$ cat config.mk
export PLATFORM = sky130hd
export DESIGN_NAME = serial_clk_gen
export DESIGN_NICKNAME = d
export VERILOG_FILES = /design/src/rtl/scg_pkg.sv /design/src/rtl/scg_edge_sync.sv /design/src/rtl/scg_baud_counter.sv /design/src/rtl/scg_prescaler.sv /design/src/rtl/serial_clk_gen.sv
export SDC_FILE = /design/constraint.sdc
export NUM_CORES = 1
export LEC_CHECK = 0
export ABC_AREA = 1
export ABC_CLOCK_PERIOD_IN_PS = 2750
export CAP_MARGIN = 30
export CORE_ASPECT_RATIO = 1.25
export CORE_MARGIN = 3
export CORE_UTILIZATION = 58
export DETAILED_ROUTE_END_ITERATION = 16
export DONT_BUFFER_PORTS = 1
export PLACE_DENSITY = 0.84
export SYNTH_ARGS = -nofsm -noshare
export SYNTH_HDL_FRONTEND = slang
export SYNTH_SLANG_ARGS = --single-unit
export TNS_END_PERCENT = 30
$ cat constraint.sdc
create_clock -name clk -period 2.75 [get_ports clk]
set_input_delay 0.275 -clock clk [delete_from_list [all_inputs] [get_ports clk]]
set_output_delay 0.275 -clock clk [all_outputs]
set_load 0.005 [all_outputs]
$ cat src/rtl/scg_pkg.sv
package scg_pkg;

    localparam int BYTE_W   = 8;
    localparam int RATIO_W  = 7;

    localparam int GEN_EN_BIT    = 0;
    localparam int GEN_SYSCK_BIT = 1;
    localparam int IRQ_ZERO_BIT  = 1;
    localparam int MODE_MUL_LSB  = 6;

    typedef enum logic [1:0] {
        SRC_PIN_A = 2'b00,
        SRC_PIN_B = 2'b01,
        SRC_BAUD  = 2'b10,
        SRC_DPLL  = 2'b11
    } src_sel_e;

    typedef enum logic [1:0] {
        OUT_PIN_A = 2'b00,
        OUT_TXCLK = 2'b01,
        OUT_BAUD  = 2'b10,
        OUT_DPLL  = 2'b11
    } pin_sel_e;

    typedef enum logic [1:0] {
        MUL_X1  = 2'b00,
        MUL_X16 = 2'b01,
        MUL_X32 = 2'b10,
        MUL_X64 = 2'b11
    } mul_e;

    typedef struct packed {
        logic     spare;
        src_sel_e rx_src;
        src_sel_e tx_src;
        logic     pin_oe;
        pin_sel_e pin_src;
    } route_t;

    typedef struct packed {
        logic a_rise;
        logic b_rise;
        logic baud_tick;
        logic dpll_tick;
    } src_vec_t;

    function automatic logic pick_src(input src_sel_e sel, input src_vec_t v);
        case (sel)
            SRC_PIN_A: return v.a_rise;
            SRC_PIN_B: return v.b_rise;
            SRC_BAUD:  return v.baud_tick;
            default:   return v.dpll_tick;
        endcase
    endfunction

    function automatic logic [RATIO_W-1:0] mul_ratio(input mul_e m);
        case (m)
            MUL_X1:  return RATIO_W'(1);
            MUL_X16: return RATIO_W'(16);
            MUL_X32: return RATIO_W'(32);
            default: return RATIO_W'(64);
        endcase
    endfunction

endpackage

$ cat src/rtl/scg_edge_sync.sv
module scg_edge_sync #(
    parameter int STAGES = 2
) (
    input  logic clk,
    input  logic rst,
    input  logic pin,
    output logic level,
    output logic rise
);
    logic [STAGES-1:0] sh_q;
    logic              prev_q;

    generate
        if (STAGES == 1) begin : g_one
            always_ff @(posedge clk) begin
                if (rst) sh_q <= '0;
                else     sh_q <= pin;
            end
        end else begin : g_chain
            always_ff @(posedge clk) begin
                if (rst) sh_q <= '0;
                else     sh_q <= {sh_q[STAGES-2:0], pin};
            end
        end
    endgenerate

    always_ff @(posedge clk) begin
        if (rst) prev_q <= 1'b0;
        else     prev_q <= sh_q[STAGES-1];
    end

    assign level = sh_q[STAGES-1];
    assign rise  = sh_q[STAGES-1] & ~prev_q;

    // a level held high yields one edge only
    p_rise_single_r9: assert property (@(posedge clk) disable iff (rst)
        rise |=> !rise);
endmodule

$ cat src/rtl/scg_baud_counter.sv
module scg_baud_counter #(
    parameter int TC_W = 16
) (
    input  logic            clk,
    input  logic            rst,
    input  logic            enable,
    input  logic            in_tick,
    input  logic [TC_W-1:0] tc,
    input  logic            zero_ie,
    output logic            baud_lvl,
    output logic            baud_tick,
    output logic            zero_pulse,
    output logic            irq_pulse
);
    localparam int CNT_W = TC_W + 1;

    logic [CNT_W-1:0] cnt_q;
    logic [CNT_W-1:0] reload;
    logic             hit;

    assign reload = {1'b0, tc} + 1'b1;
    assign hit    = enable & in_tick & (cnt_q == '0);

    always_ff @(posedge clk) begin
        if (rst) begin
            cnt_q    <= '0;
            baud_lvl <= 1'b0;
        end else if (!enable) begin
            cnt_q    <= reload;
        end else if (in_tick) begin
            if (cnt_q == '0) begin
                cnt_q    <= reload;
                baud_lvl <= ~baud_lvl;
            end else begin
                cnt_q    <= cnt_q - 1'b1;
            end
        end
    end

    always_ff @(posedge clk) begin
        if (rst) begin
            zero_pulse <= 1'b0;
            irq_pulse  <= 1'b0;
            baud_tick  <= 1'b0;
        end else begin
            zero_pulse <= hit;
            irq_pulse  <= hit & zero_ie;
            baud_tick  <= hit & ~baud_lvl;
        end
    end

    // disabled counter never reports zero
    p_idle_no_zero_r5: assert property (@(posedge clk) disable iff (rst)
        !enable |=> !zero_pulse);
    // every zero event flips the output
    p_zero_toggles_r6: assert property (@(posedge clk) disable iff (rst)
        zero_pulse |-> (baud_lvl != $past(baud_lvl)));
    // tick marks a low-to-high output change
    p_tick_on_rise_r6: assert property (@(posedge clk) disable iff (rst)
        baud_tick |-> (baud_lvl && !$past(baud_lvl)));
    // interrupt only alongside a zero pulse
    p_irq_gated_r8: assert property (@(posedge clk) disable iff (rst)
        irq_pulse |-> zero_pulse);
endmodule

$ cat src/rtl/scg_prescaler.sv
module scg_prescaler #(
    parameter int RATIO_W = 7
) (
    input  logic               clk,
    input  logic               rst,
    input  logic               src,
    input  logic [RATIO_W-1:0] ratio,
    output logic               pulse
);
    logic [RATIO_W-1:0] cnt_q;
    logic               last;

    assign last = (cnt_q >= ratio - 1'b1);

    always_ff @(posedge clk) begin
        if (rst) begin
            cnt_q <= '0;
            pulse <= 1'b0;
        end else begin
            pulse <= src & last;
            if (src) cnt_q <= last ? '0 : cnt_q + 1'b1;
        end
    end

    // an enable pulse is always caused by a source pulse
    p_pulse_from_src_r7: assert property (@(posedge clk) disable iff (rst)
        pulse |-> $past(src));
endmodule

$ cat src/rtl/serial_clk_gen.sv
module serial_clk_gen
    import scg_pkg::*;
#(
    parameter int SYNC_STAGES = 2,
    parameter int TC_BYTES    = 2
) (
    input  logic              clk,
    input  logic              rst,
    input  logic              pin_a,
    input  logic              pin_b,
    input  logic              dpll_en,
    input  logic [BYTE_W-1:0] route_reg,
    input  logic [BYTE_W-1:0] gen_ctrl,
    input  logic [BYTE_W-1:0] tc_lo,
    input  logic [BYTE_W-1:0] tc_hi,
    input  logic [BYTE_W-1:0] mode_reg,
    input  logic [BYTE_W-1:0] irq_ctrl,
    output logic              tx_clk_en,
    output logic              rx_clk_en,
    output logic              trxc_out,
    output logic              trxc_oe,
    output logic              brg_zero,
    output logic              brg_irq
);
    localparam int TC_W   = TC_BYTES * BYTE_W;
    localparam int N_PINS = 2;
    localparam int N_CH   = 2;

    route_t             route;
    mul_e               mul;
    logic [RATIO_W-1:0] ratio;
    logic [N_PINS-1:0]  pin_vec, pin_lvl, pin_rise;
    logic               baud_lvl, baud_tick, cnt_tick;
    src_vec_t           srcs;
    src_sel_e           ch_sel [N_CH];
    logic [N_CH-1:0]    ch_src, ch_en;
    logic               pin_nxt;
    logic               unused_bits;

    assign route   = route_t'(route_reg);
    assign mul     = mul_e'(mode_reg[MODE_MUL_LSB +: 2]);
    assign ratio   = mul_ratio(mul);
    assign pin_vec = {pin_b, pin_a};

    assign unused_bits = ^{route.spare, gen_ctrl[BYTE_W-1:2],
                           mode_reg[MODE_MUL_LSB-1:0], irq_ctrl[BYTE_W-1:2], irq_ctrl[0]};

    generate
        for (genvar p = 0; p < N_PINS; p++) begin : g_pin
            scg_edge_sync #(.STAGES(SYNC_STAGES)) u_sync (
                .clk   (clk),
                .rst   (rst),
                .pin   (pin_vec[p]),
                .level (pin_lvl[p]),
                .rise  (pin_rise[p])
            );
        end
    endgenerate

    assign cnt_tick = gen_ctrl[GEN_SYSCK_BIT] ? 1'b1 : pin_rise[0];

    scg_baud_counter #(.TC_W(TC_W)) u_baud (
        .clk        (clk),
        .rst        (rst),
        .enable     (gen_ctrl[GEN_EN_BIT]),
        .in_tick    (cnt_tick),
        .tc         ({tc_hi, tc_lo}),
        .zero_ie    (irq_ctrl[IRQ_ZERO_BIT]),
        .baud_lvl   (baud_lvl),
        .baud_tick  (baud_tick),
        .zero_pulse (brg_zero),
        .irq_pulse  (brg_irq)
    );

    assign srcs.a_rise    = pin_rise[0];
    assign srcs.b_rise    = pin_rise[1];
    assign srcs.baud_tick = baud_tick;
    assign srcs.dpll_tick = dpll_en;

    assign ch_sel[0] = route.tx_src;
    assign ch_sel[1] = route.rx_src;

    generate
        for (genvar c = 0; c < N_CH; c++) begin : g_ch
            assign ch_src[c] = pick_src(ch_sel[c], srcs);
            scg_prescaler #(.RATIO_W(RATIO_W)) u_pre (
                .clk   (clk),
                .rst   (rst),
                .src   (ch_src[c]),
                .ratio (ratio),
                .pulse (ch_en[c])
            );
        end
    endgenerate

    assign tx_clk_en = ch_en[0];
    assign rx_clk_en = ch_en[1];

    always_comb begin
        case (route.pin_src)
            OUT_PIN_A: pin_nxt = pin_lvl[0];
            OUT_TXCLK: pin_nxt = ch_en[0];
            OUT_BAUD:  pin_nxt = baud_lvl;
            default:   pin_nxt = dpll_en;
        endcase
    end

    always_ff @(posedge clk) begin
        if (rst) begin
            trxc_out <= 1'b0;
            trxc_oe  <= 1'b0;
        end else begin
            trxc_out <= route.pin_oe & pin_nxt;
            trxc_oe  <= route.pin_oe;
        end
    end

    // output pin silent when its drive bit is clear
    p_pin_quiet_r4: assert property (@(posedge clk) disable iff (rst)
        !route.pin_oe |=> (!trxc_out && !trxc_oe));
    // at x1 a selected DPLL pulse reaches the transmit enable
    p_tx_dpll_r2: assert property (@(posedge clk) disable iff (rst)
        (route.tx_src == SRC_DPLL && mul == MUL_X1 && dpll_en) |=> tx_clk_en);
endmodule

=== Word-level counts from Yosys, hierarchy flattened ===
Index checks and enable logic that the tools add are counted.

* Bitwise gates (word level): 12
* Order comparisons: 2
* Eq/ne operators: 9
* Reduce and logical (&&, ||, !) cells: 6
* Mux-type cells: 10
* Add/sub/neg operators: 5

{| class="wikitable"
|+ Operator list
! kind !! number
|-
| $mux W17 || 3
|-
| $pmux W7 S3 || 1
|-
| $add A16 B1 Y17 const B || 1
|-
| $logic_not A17 Y1 || 1
|-
| $sub A17 B1 Y17 const B || 1
|-
| $add A7 B1 Y7 const B || 2
|-
| $ge A7 B7 Y1 || 2
|-
| $mux W7 || 2
|-
| $and A1 B1 Y1 || 9
|-
| $pmux W1 S3 || 3
|-
| $eq A2 B1 Y1 const B || 4
|-
| $eq A2 B2 Y1 const B || 4
|-
| $logic_not A2 Y1 || 4
|-
| $sub A7 B1 Y7 const B || 1
|-
| $not A1 Y1 || 3
|-
| $reduce_and A3 Y1 || 1
|-
| $ne A2 B1 Y1 const B || 1
|-
| $mux W1 || 1
|}

* Bits of input ports: 53
* Bits in registers: 45
* Output and inout port bits: 6
* Logic and storage cells: 59

=== Logic depth before layout (Yosys ltp) ===
Gate-level depths: netlist (run 1).

* Depth in word-level cells: 6
* Gate-level depth with buffers: 13
* Gate-level depth less buffers: 12

=== Hierarchy ===
A second synthesis (run 1) with hierarchy kept.

* Cell total of the unflattened synthesis: 545
* Area, all modules: 3,452.1 um^2

{| class="wikitable"
|+ By module, submodules not included
! module !! area each (um^2) !! cells each !! instances
|-
| scg_baud_counter || 1,809.2 || 316 || 1
|-
| scg_prescaler || 626.9 || 84 || 2
|-
| serial_clk_gen || 216.5 || 41 || 1
|-
| scg_edge_sync || 86.3 || 10 || 2
|}

=== Worst setup path after synthesis (run 1) ===
OpenSTA, ideal clock, no wires.

* Kind: reg2reg
* From: register u_baud.cnt_q[0]
* To: register u_baud.cnt_q[1]
* Buffers on the path: 0
* Setup slack: 1.311 ns
* Period minus slack after synthesis: 1.439 ns
* Library setup time: 0.122 ns
* Required time: 2.628 ns
* Arrival: 1.317 ns
* Stages on the path, launching flop included: 12
* Cell sequence: dfxtp_1 inv_1 ha_1 inv_1 nor2_1 nand2_1 nor2_4 nand2_4 nand2_1 inv_1 o21ai_0 a21oi_1

* Cells in the longest elaborated chain, start to end: 4
* Elaborated cells between the ends (all ways): 5

{| class="wikitable"
|+ RTL lines
! item !! RTL line !! RTL
|-
| start: declaration || scg_baud_counter.sv:17 || <nowiki>logic [CNT_W-1:0] cnt_q;</nowiki>
|-
| start signal: assignment || scg_baud_counter.sv:29 || <nowiki>cnt_q <= reload;</nowiki>
|-
| start signal: assignment || scg_baud_counter.sv:32 || <nowiki>cnt_q <= reload;</nowiki>
|-
| start signal: assignment || scg_baud_counter.sv:35 || <nowiki>cnt_q <= cnt_q - 1'b1;</nowiki>
|-
| $sub A17 B1 Y17 / $logic_not A17 Y1 (equally long branches) || scg_baud_counter.sv:35, scg_baud_counter.sv:31 ||
|-
| $mux W17 (*) || scg_baud_counter.sv:31 || <nowiki>if (cnt_q == '0) begin</nowiki>
|-
| $mux W17 (*) || scg_baud_counter.sv:30 || <nowiki>end else if (in_tick) begin</nowiki>
|-
| $mux W17 (*) || scg_baud_counter.sv:28 || <nowiki>end else if (!enable) begin</nowiki>
|}

Mark *: on every way between the ends. The rest lies on a longest branch, timed or not. The select of a mux whose other input is x is not followed.
A chain may end at the register's enable or synchronous reset.

=== Worst setup path after layout (run 1) ===
* From: register u_baud.cnt_q[0]
* To: register u_baud.cnt_q[7]

The elaborated chain is that of the path after synthesis.

==> summary.md, run 1 <==
Number of global-route vias before repair: 2,852. For the standard-cell row count, the log shows 29. Between clock sinks in the finished design, the worst skew comes to 0.00809 ns. The top flip-flop cell by instance count after synthesis was sky130_fd_sc_hd__dfxtp_1.

The share of the cycle needed by the critical path after routing is 68.8%, and the y dimension of the die is 87.3 um. The number of hold buffers added after CTS was 0. The CTS buffer count is 5, and the total power divided by cell area is 506 nW/um^2. The sequential power share was 44.4%.

Total count of max-transition violations in the final report: 0. Compared with the post-synthesis result, the final layout area differs by 5.10%. The number of clock sinks was 45; the post-synthesis cell type count was 33. The worst hold path belongs to the class in2reg. In this run the horizontal extent of the chip is 71.1 um. Setup repair after global routing left no endpoint under its margin.

The tools report the number of antenna cells inserted as 0. Averaged over all synthesized cells, the footprint is 6.14 um^2. The largest individual stage delay along the critical path comes from the cell sky130_fd_sc_hd__a21oi_2.

The die covers 6210 um^2. The run gives 491 as the filler cell count. At the worst endpoint, the arrival time is 2.14 ns. Along the worst path, the maximum fanout reaches 13. At the pin with the least slew margin, the transition time is 0.607 ns. The total cell area at the placement stage was 3110 um^2. VDD sags by at most 0.000259 V.

The number of top-level design ports came out at 59. STA classifies the critical path startpoint as a register. The switching power was 0.517 mW; the clock-pin slew on the worst setup and hold paths was 0.09 ns. After detailed routing, the average wire length per cell comes to 11.7 um. At the worst endpoint, the required time is 3.00 ns. The initial cell density of the core came out at 60.4%.

In this run, synthesis inferred 0 flip-flops with an integrated enable. Setup violations remaining at the end of the flow were counted as 0. Number of antenna violations at the first check in global routing: 0. TritonCTS built the clock tree.

The part of the total power dissipated in combinational logic is 23.0%, and the total of cells resized after clock tree synthesis is 0. The signal on the critical path passes through inv_1, ha_1, inv_1, nor2_1, nand2_1, nor2_4, a21oi_2, o21ai_0, nand3_1, nand2_1, inv_1. At the later pin of the worst-skew pair, clock insertion delay measures 0.31 ns. The share of flip-flops with an asynchronous set or reset came out at 0%. In this run, synthesis produced a sequential element count of 45. The tools report the master cell of the clock root buffer as sky130_fd_sc_hd__clkbuf_8. The cell area after layout is 3230 um^2, and the global-route congestion overflow total is 0. The setup slack after placement was 0.881 ns. The tools report the leakage component of the power as 1.62 nW.

The remaining number of nets flagged by the antenna check after routing was 0; the mean number of vias per cell was 5.12. The core region is 5080 um^2. The cell-internal power was 1.11 mW; the count of input and output buffers was 0. The worst setup path is captured at a register.

After legalization and detailed placement, the total HPWL measured 5130 um. In this run the cell area of the synthesized design comes to 3070 um^2. Final-report hold violation count: 0. After detailed routing, the number of remaining DRC violations is 0.

For this block, the via count after detailed routing is 2,893. The kind of cell with the highest combined delay along the critical path is compound AO/OA/AOI/OAI gates. First-pass GRT wire length: 11,900 um. The highest clock rate came out at 529 MHz.

The proportion of total power due to net switching works out to 31.7%. The cell count after synthesis was 500. The first routing iteration left 160 violations. The power share of the clock group is 32.7%, and the largest stage delay on the critical path is 0.50 ns. The smallest clock period supported by the final layout is computed as 1.89 ns. The number of setup buffers added after CTS was 0.

The worst slew slack as a fraction of its limit was 59.5%. The setup path with the least slack is of type reg2reg. For this run, the register share of the synthesized area comes to 29.4%. The routability congestion estimate is 0.872, and the depth of the CTS H-tree is 2. The logs give 23.6% for the global-route usage over all layers and 2 for the maximum clock path buffer count. Setup slack on the critical path of the routed design comes to 0.859 ns. Entering global routing, the biggest net connects 25 pins. The number of nets at the end of the flow was 566. For the sum of routed wire length over all layers, the log shows 6620 um.

The worst path buffer plus inverter count is 3. The Yosys warning count is 0, and the first-pass iteration count of the detailed router is 4. The max-cap violation count was 0. After routing, the total negative slack on setup checks comes to 0 ns. The flow ran to the end, and the final reports show no timing, DRC or antenna violations. The most frequent cell on the critical path is sky130_fd_sc_hd__inv_1. Of the cells placed in the final design, the portion with a size suffix greater than 1 is 5.57%.
stage by stage:
step | total power [mW] | util, % | hold WS [ns] | cells
5_1_grt | 1.74 | 63.5 | 0.00515 | 565
3_3_place_gp | 1.10 | 61.1 | 0.340 | 557
6_report | 1.63 | 63.5 | 0.0185 | 565
2_1_floorplan | 1.05 | - | 0.337 | 501
4_1_cts | 1.64 | 63.5 | 0.0124 | 565
3_5_place_dp | 1.11 | 61.1 | 0.343 | 557
placed cells by master, fill, tap and decap left out:
master,count
sky130_fd_sc_hd__clkbuf_8,6
sky130_fd_sc_hd__o21ai_0,14
sky130_fd_sc_hd__o211ai_1,5
sky130_fd_sc_hd__nand4_1,2
sky130_fd_sc_hd__a21oi_2,4
sky130_fd_sc_hd__nor2_4,2
sky130_fd_sc_hd__a21boi_0,1
sky130_fd_sc_hd__nand2_1,151
sky130_fd_sc_hd__ha_1,11
sky130_fd_sc_hd__nor3_2,1
sky130_fd_sc_hd__nand3_2,3
sky130_fd_sc_hd__o21bai_1,3
sky130_fd_sc_hd__xor2_1,11
sky130_fd_sc_hd__nand2_2,2
sky130_fd_sc_hd__nand3b_1,3
sky130_fd_sc_hd__a21oi_4,1
sky130_fd_sc_hd__dfxtp_1,45
sky130_fd_sc_hd__nand3_1,38
sky130_fd_sc_hd__and3_1,1
sky130_fd_sc_hd__bufinv_16,1
sky130_fd_sc_hd__inv_1,76
sky130_fd_sc_hd__nor2_1,84
sky130_fd_sc_hd__a211oi_1,1
sky130_fd_sc_hd__o21ai_2,1
sky130_fd_sc_hd__or2_2,2
sky130_fd_sc_hd__xnor2_1,7
sky130_fd_sc_hd__clkinvlp_4,1
sky130_fd_sc_hd__a21oi_1,15
sky130_fd_sc_hd__nand2_4,1
sky130_fd_sc_hd__a21o_1,1
sky130_fd_sc_hd__nor2_2,3
sky130_fd_sc_hd__conb_1,2
sky130_fd_sc_hd__nor3_1,4
kinds of logic after synthesis:
kind of cell | synth area share (%)
AO/OA/AOI/OAI | 9.38
other | 0.122
adder cells (fa/ha/maj) | 4.48
buffers and inverters | 10.8
XOR/XNOR | 5.14
AND/OR/NAND/NOR | 40.8
flip-flops | 29.4
routing by layer:
metal | routed length [um] | track usage [%] | vias up
li1 | - | - | 1550
met1 | 2610 | 24.6 | 1265
met2 | 3540 | 46.5 | 66
met3 | 313 | 3.93 | 12
met4 | 148 | 8.72 | 0
met5 | 0 | 0 | -
flip-flops by register name, summed over array words and instances, names as in the netlist:
name and count:
u_baud.cnt_q 17, g_ch.u_pre.cnt_q 14, g_pin.u_sync.sh_q 4, g_ch.u_pre.pulse 2, g_pin.u_sync.prev_q 2, trxc_oe 1, trxc_out 1, u_baud.baud_lvl 1
u_baud.baud_tick 1, u_baud.irq_pulse 1, u_baud.zero_pulse 1
synth_stat cells, types with 3 or more instances:
master | n | area, um^2
sky130_fd_sc_hd__a21oi_1 | 15 | 75.1
sky130_fd_sc_hd__a21oi_2 | 4 | 35.0
sky130_fd_sc_hd__dfxtp_1 | 45 | 901
sky130_fd_sc_hd__ha_1 | 11 | 138
sky130_fd_sc_hd__inv_1 | 76 | 285
sky130_fd_sc_hd__nand2_1 | 151 | 567
sky130_fd_sc_hd__nand3_1 | 38 | 190
sky130_fd_sc_hd__nand3_2 | 3 | 30.0
sky130_fd_sc_hd__nand3b_1 | 3 | 22.5
sky130_fd_sc_hd__nor2_1 | 84 | 315
sky130_fd_sc_hd__nor2_2 | 3 | 18.8
sky130_fd_sc_hd__nor3_1 | 4 | 20.0
sky130_fd_sc_hd__o211ai_1 | 5 | 37.5
sky130_fd_sc_hd__o21ai_0 | 14 | 70.1
sky130_fd_sc_hd__o21bai_1 | 3 | 22.5
sky130_fd_sc_hd__xnor2_1 | 7 | 61.3
sky130_fd_sc_hd__xor2_1 | 11 | 96.3
power groups by stage:
stage / Clock [mW] / Combinational (mW) / Sequential [mW]
6_report: 0.533 / 0.375 / 0.724
5_1_grt: 0.571 / 0.435 / 0.729
4_1_cts: 0.546 / 0.375 / 0.724
3_5_place_dp: 0 / 0.372 / 0.739
3_3_place_gp: 0 / 0.361 / 0.737
2_1_floorplan: 0 / 0.317 / 0.730
final timing paths:
| check | startpoint | endpoint | slack [ns] | cells past startpoint |
|---|---|---|---|---|
| max | u_baud.cnt_q[0] | u_baud.cnt_q[7] | 0.86 | 11 |
| min | rst | u_baud.cnt_q[15] | 0.02 | 1 |
| max reg2reg | u_baud.cnt_q[0] | u_baud.cnt_q[7] | 0.86 | 11 |
| min reg2reg | g_pin[1].u_sync.sh_q[0] | g_pin[1].u_sync.sh_q[1] | 0.40 | 2 |
final cells by class:
class / instances / area [um^2] / share of cell area, %
inverter: 76 / 285 / 8.84
clock inverter: 2 / 37.5 / 1.16
sequential: 45 / 901 / 27.9
clock buffer: 6 / 82.6 / 2.56
tap: 62 / 77.6 / 2.40
multi-input combinational: 374 / 1840 / 57.1
No activity file was read; power rests on OpenSTA's default activity.
==> inputs of run 2 (changes only) <==
--- a/config.mk
+++ b/config.mk
@@ -6,14 +6,14 @@
 export NUM_CORES = 1
 export LEC_CHECK = 0
 export ABC_AREA = 1
-export ABC_CLOCK_PERIOD_IN_PS = 2750
+export ABC_CLOCK_PERIOD_IN_PS = 1550
 export CAP_MARGIN = 30
 export CORE_ASPECT_RATIO = 1.25
 export CORE_MARGIN = 3
 export CORE_UTILIZATION = 58
 export DETAILED_ROUTE_END_ITERATION = 16
 export DONT_BUFFER_PORTS = 1
-export PLACE_DENSITY = 0.84
+export PLACE_DENSITY = 0.86
 export SYNTH_ARGS = -nofsm -noshare
 export SYNTH_HDL_FRONTEND = slang
 export SYNTH_SLANG_ARGS = --single-unit
==> constraint.sdc (replaced) <==
create_clock -name clk -period 1.55 [get_ports clk]
set_input_delay 0.155 -clock clk [delete_from_list [all_inputs] [get_ports clk]]
set_output_delay 0.155 -clock clk [all_outputs]
set_load 0.005 [all_outputs]
==> run 2 against run 1 <==
The run now ends with negative hold slack, negative setup slack left. Die area unchanged. Non-clock buffer count up 34. Clock skew down 0.0044 ns. Sequential power rose by 77%. Utilization rose by 8.2 points. Global-route usage grew 1.9 points. Worst setup slack worse by 0.89 ns. Register-to-register slack worse by 0.89 ns. Maximum frequency grew 19%. Sequential share of layout area fell by 3.1 points. Power rose by 79%. Largest cell class unchanged.
==> summary.md, run 2 (same netlist as run 1, synthesis figures left out) <==
The flow ran to the end, but the final reports show violations. The final reports fail on negative hold slack, negative setup slack. The setup slack after layout came out at -0.0351 ns (-0.894 ns).

The tools report the terminating pin of the worst hold path as u_baud.cnt_q[4]. The tools report the area of the multi-input gates as 1980 um^2 (+7.6%). On the critical path, the stage with the largest delay is an instance of sky130_fd_sc_hd__dfxtp_2.

For the number of global-route vias before repair, the log shows 3,118 (+9.3%). The final-report hold violation count was 16 (+16); the die area was 6210 um^2 (unchanged). The most frequent cell on the critical path is sky130_fd_sc_hd__inv_2. CTS placed an instance of sky130_fd_sc_hd__clkbuf_8 at the clock tree root.

The total cell area at the placement stage was 3310 um^2 (+6.4%); the number of flip-flops in the largest register was 17 (unchanged). The run gives 422 (-14%) as the filler cell count. The global-route usage over all layers is 25.5% (+1.9 points), and the post-route non-filler standard cell count is 599 (+6.0%).

The type of element launching the critical path was a register. In the final layout, the registers with the most flip-flops are u_baud.cnt_q: 17 flops, g_ch.u_pre.cnt_q: 14 flops, g_pin.u_sync.sh_q: 4 flops. The width of the die came out at 71.1 um (unchanged). The tools report the register-to-register setup slack as -0.04 ns (-0.89 ns).

The clock-pin slew on the worst setup and hold paths works out to 0.09 ns (about the same). The highest net fanout along the worst path was 5 (-8); the maximum clock path buffer count was 2 (unchanged). The worst path buffer plus inverter count came out at 3 (unchanged). The data arrival time of the critical path is 1.83 ns (-0.31 ns). The total via count in the routed design is 3,140 (+8.5%). The clock latency on the worst-skew pair is 0.30 ns (about the same), and the leakage component of the power is 1.83 nW (+13%). Global-route congestion overflow total: 0 (unchanged).

The tools report the number of top-level design ports as 59 (unchanged). The ratio of cells with drive above 1 in the final layout was 17.9% (+12 points). First-pass iteration count of the detailed router: 4 (unchanged).

The cell area after layout is 3640 um^2 (+13%). The shortest period the worst path allows is 1.59 ns (-0.306 ns). The run gives 0 (unchanged) as the number of antenna cells inserted.

Average detailed-routed wire length per instance: 13.1 um (+12%). The tools report the maximum VDD drop as 0.000566 V (+120%). The count of input and output buffers came out at 0 (unchanged). The count of hold buffers inserted by post-cts repair is 7 (+7), and the data required time of the critical path is 1.80 ns (-1.20 ns).

The first-pass GRT wire length came out at 12,800 um (+7.3%). Setup repair after global routing could not meet its margin everywhere. The iteration-0 DRC count of the detailed router is 112 (-30%). The tools report the routability congestion estimate as 0.961 (+10%). Largest register by flop count: u_baud.cnt_q. The initial cell density of the core was 60.4% (unchanged). The endpoint identified for the worst register-to-register timing path is u_baud.cnt_q[15].

The run gives 5 (unchanged) as the CTS buffer count. The run gives 582 (+4.5%) as the total instance count after detailed placement. The number of clock sinks is 45 (unchanged), and the max-cap violation count is 0 (unchanged). The path depth of the worst reg2reg path came out at 11 (unchanged). The share of the cycle needed by the critical path after routing is 102% (+33 points). Post-detailed-route DRC marker count: 0 (unchanged). The logs give 9 (+9) for the final count of negative-setup-slack endpoints and 905 um^2 (+0.42%) for the sequential cell area. The mean number of vias per cell works out to 5.24 (+2.4%).

The count of cells along the worst hold path is 1 (unchanged). The worst hold slack was -0.0949 ns (-0.113 ns); the floorplan core area was 5080 um^2 (unchanged). The number of antenna violations at the first check in global routing was 0 (unchanged). Worst hold-check path type: in2reg.

The area growth from synthesis to layout is 18.7%. TritonCTS built the clock tree. The worst setup path is of the reg2reg kind. The pin count of the biggest net entering global routing was 25 (unchanged); the setup slack after placement was -0.0463 ns (-0.927 ns).

The y dimension of the die works out to 87.3 um (unchanged). The detailed placer's ending HPWL is 5780 um (+13%), and the total power divided by cell area is 801 nW/um^2 (+58%). The startpoint of the worst register-to-register path was u_baud.cnt_q[0]. The clock skew after layout was 0.00373 ns (-0.00436 ns); the total negative slack for setup checks was -0.106 ns (-0.106 ns).

The total count of max-transition violations in the final report was 0 (unchanged); the depth of the CTS H-tree was 2 (unchanged). The largest stage delay on the critical path is 0.33 ns (-0.17 ns), and the standard-cell row count is 29 (unchanged). The logs give 600 (+6.0%) for the number of nets at the end of the flow and 71.7% (+8.2 points) for the fraction of the core area covered by cells at the end of the flow. The top cell types in the final layout, fill and taps aside, are sky130_fd_sc_hd__nand2_1 (135), sky130_fd_sc_hd__nor2_1 (78), sky130_fd_sc_hd__inv_1 (73), sky130_fd_sc_hd__dfxtp_1 (42), sky130_fd_sc_hd__nand3_1 (33). Sum of routed wire length over all layers: 7830 um (+18%). The critical path goes through inv_2, ha_4, inv_2, nor2_2, nand2_2, nor2_4, nand2_4, a21oi_4, clkbuf_16, nand3_4, a21oi_2. Remaining number of nets flagged by the antenna check after routing: 0 (unchanged). The library cell used most frequently in the layout, excluding fill and tap cells, is sky130_fd_sc_hd__nand2_1.

The highest clock rate came out at 631 MHz (+19%). The origin of the worst min-delay path is rst. The tools report the element type at the critical path end as a register. Grouping stages by cell kind, the critical path spends the most delay in simple AND/OR/NAND/NOR gates.
-- run 2: repair_timing --
action / in CTS / in global routing
endpoints found under the setup margin: 14 / 31
gates cloned: 0 / 1
resized for setup: 5 / 41
endpoints found under the hold margin: 23 / 16
buffers inserted: 0 / 1
pin swaps: 0 / 6
-- run 2: layer usage --
metal	part of all wire, %	GRT usage, %
met4	3.3	12.5
met5	0	0
met1	38	25.8
met3	3.9	2.42
met2	55	51.0
-- run 2: area by class of cell --
cell class,count,area share (%)
well taps,62,2.13
clock inverters,3,0.584
clock buffers,5,1.89
flip-flops and latches,45,24.8
repair buffers,34,8.31
multi-input cells,374,54.4
inverters,76,7.83
-- run 2: worst max path at each step --
stage	slack [ns]	cells past startpoint	start	to
after floorplan	0.11	11	u_baud.cnt_q[0]	u_baud.cnt_q[1]
after global placement	0.03	13	u_baud.cnt_q[0]	u_baud.cnt_q[8]
after detailed placement	-0.05	12	u_baud.cnt_q[0]	u_baud.cnt_q[12]
after CTS	-0.02	13	u_baud.cnt_q[1]	u_baud.cnt_q[8]
after global routing	-0.17	13	u_baud.cnt_q[0]	u_baud.cnt_q[16]
final	-0.04	11	u_baud.cnt_q[0]	u_baud.cnt_q[15]
-- run 2: power by group --
group	internal, mW	switching, mW	total, mW
sequential	1.22	0.0587	1.28
combinational	0.364	0.532	0.896
clock	0.320	0.419	0.738
-- run 2: per-stage QoR --
stage	hold WS [ns]	power [mW]
after floorplan	0.217	1.86
after global placement	0.220	2.05
after detailed placement	0.221	2.08
after CTS	-0.104	2.83
after global routing	-0.103	3.08
final	-0.0949	2.92
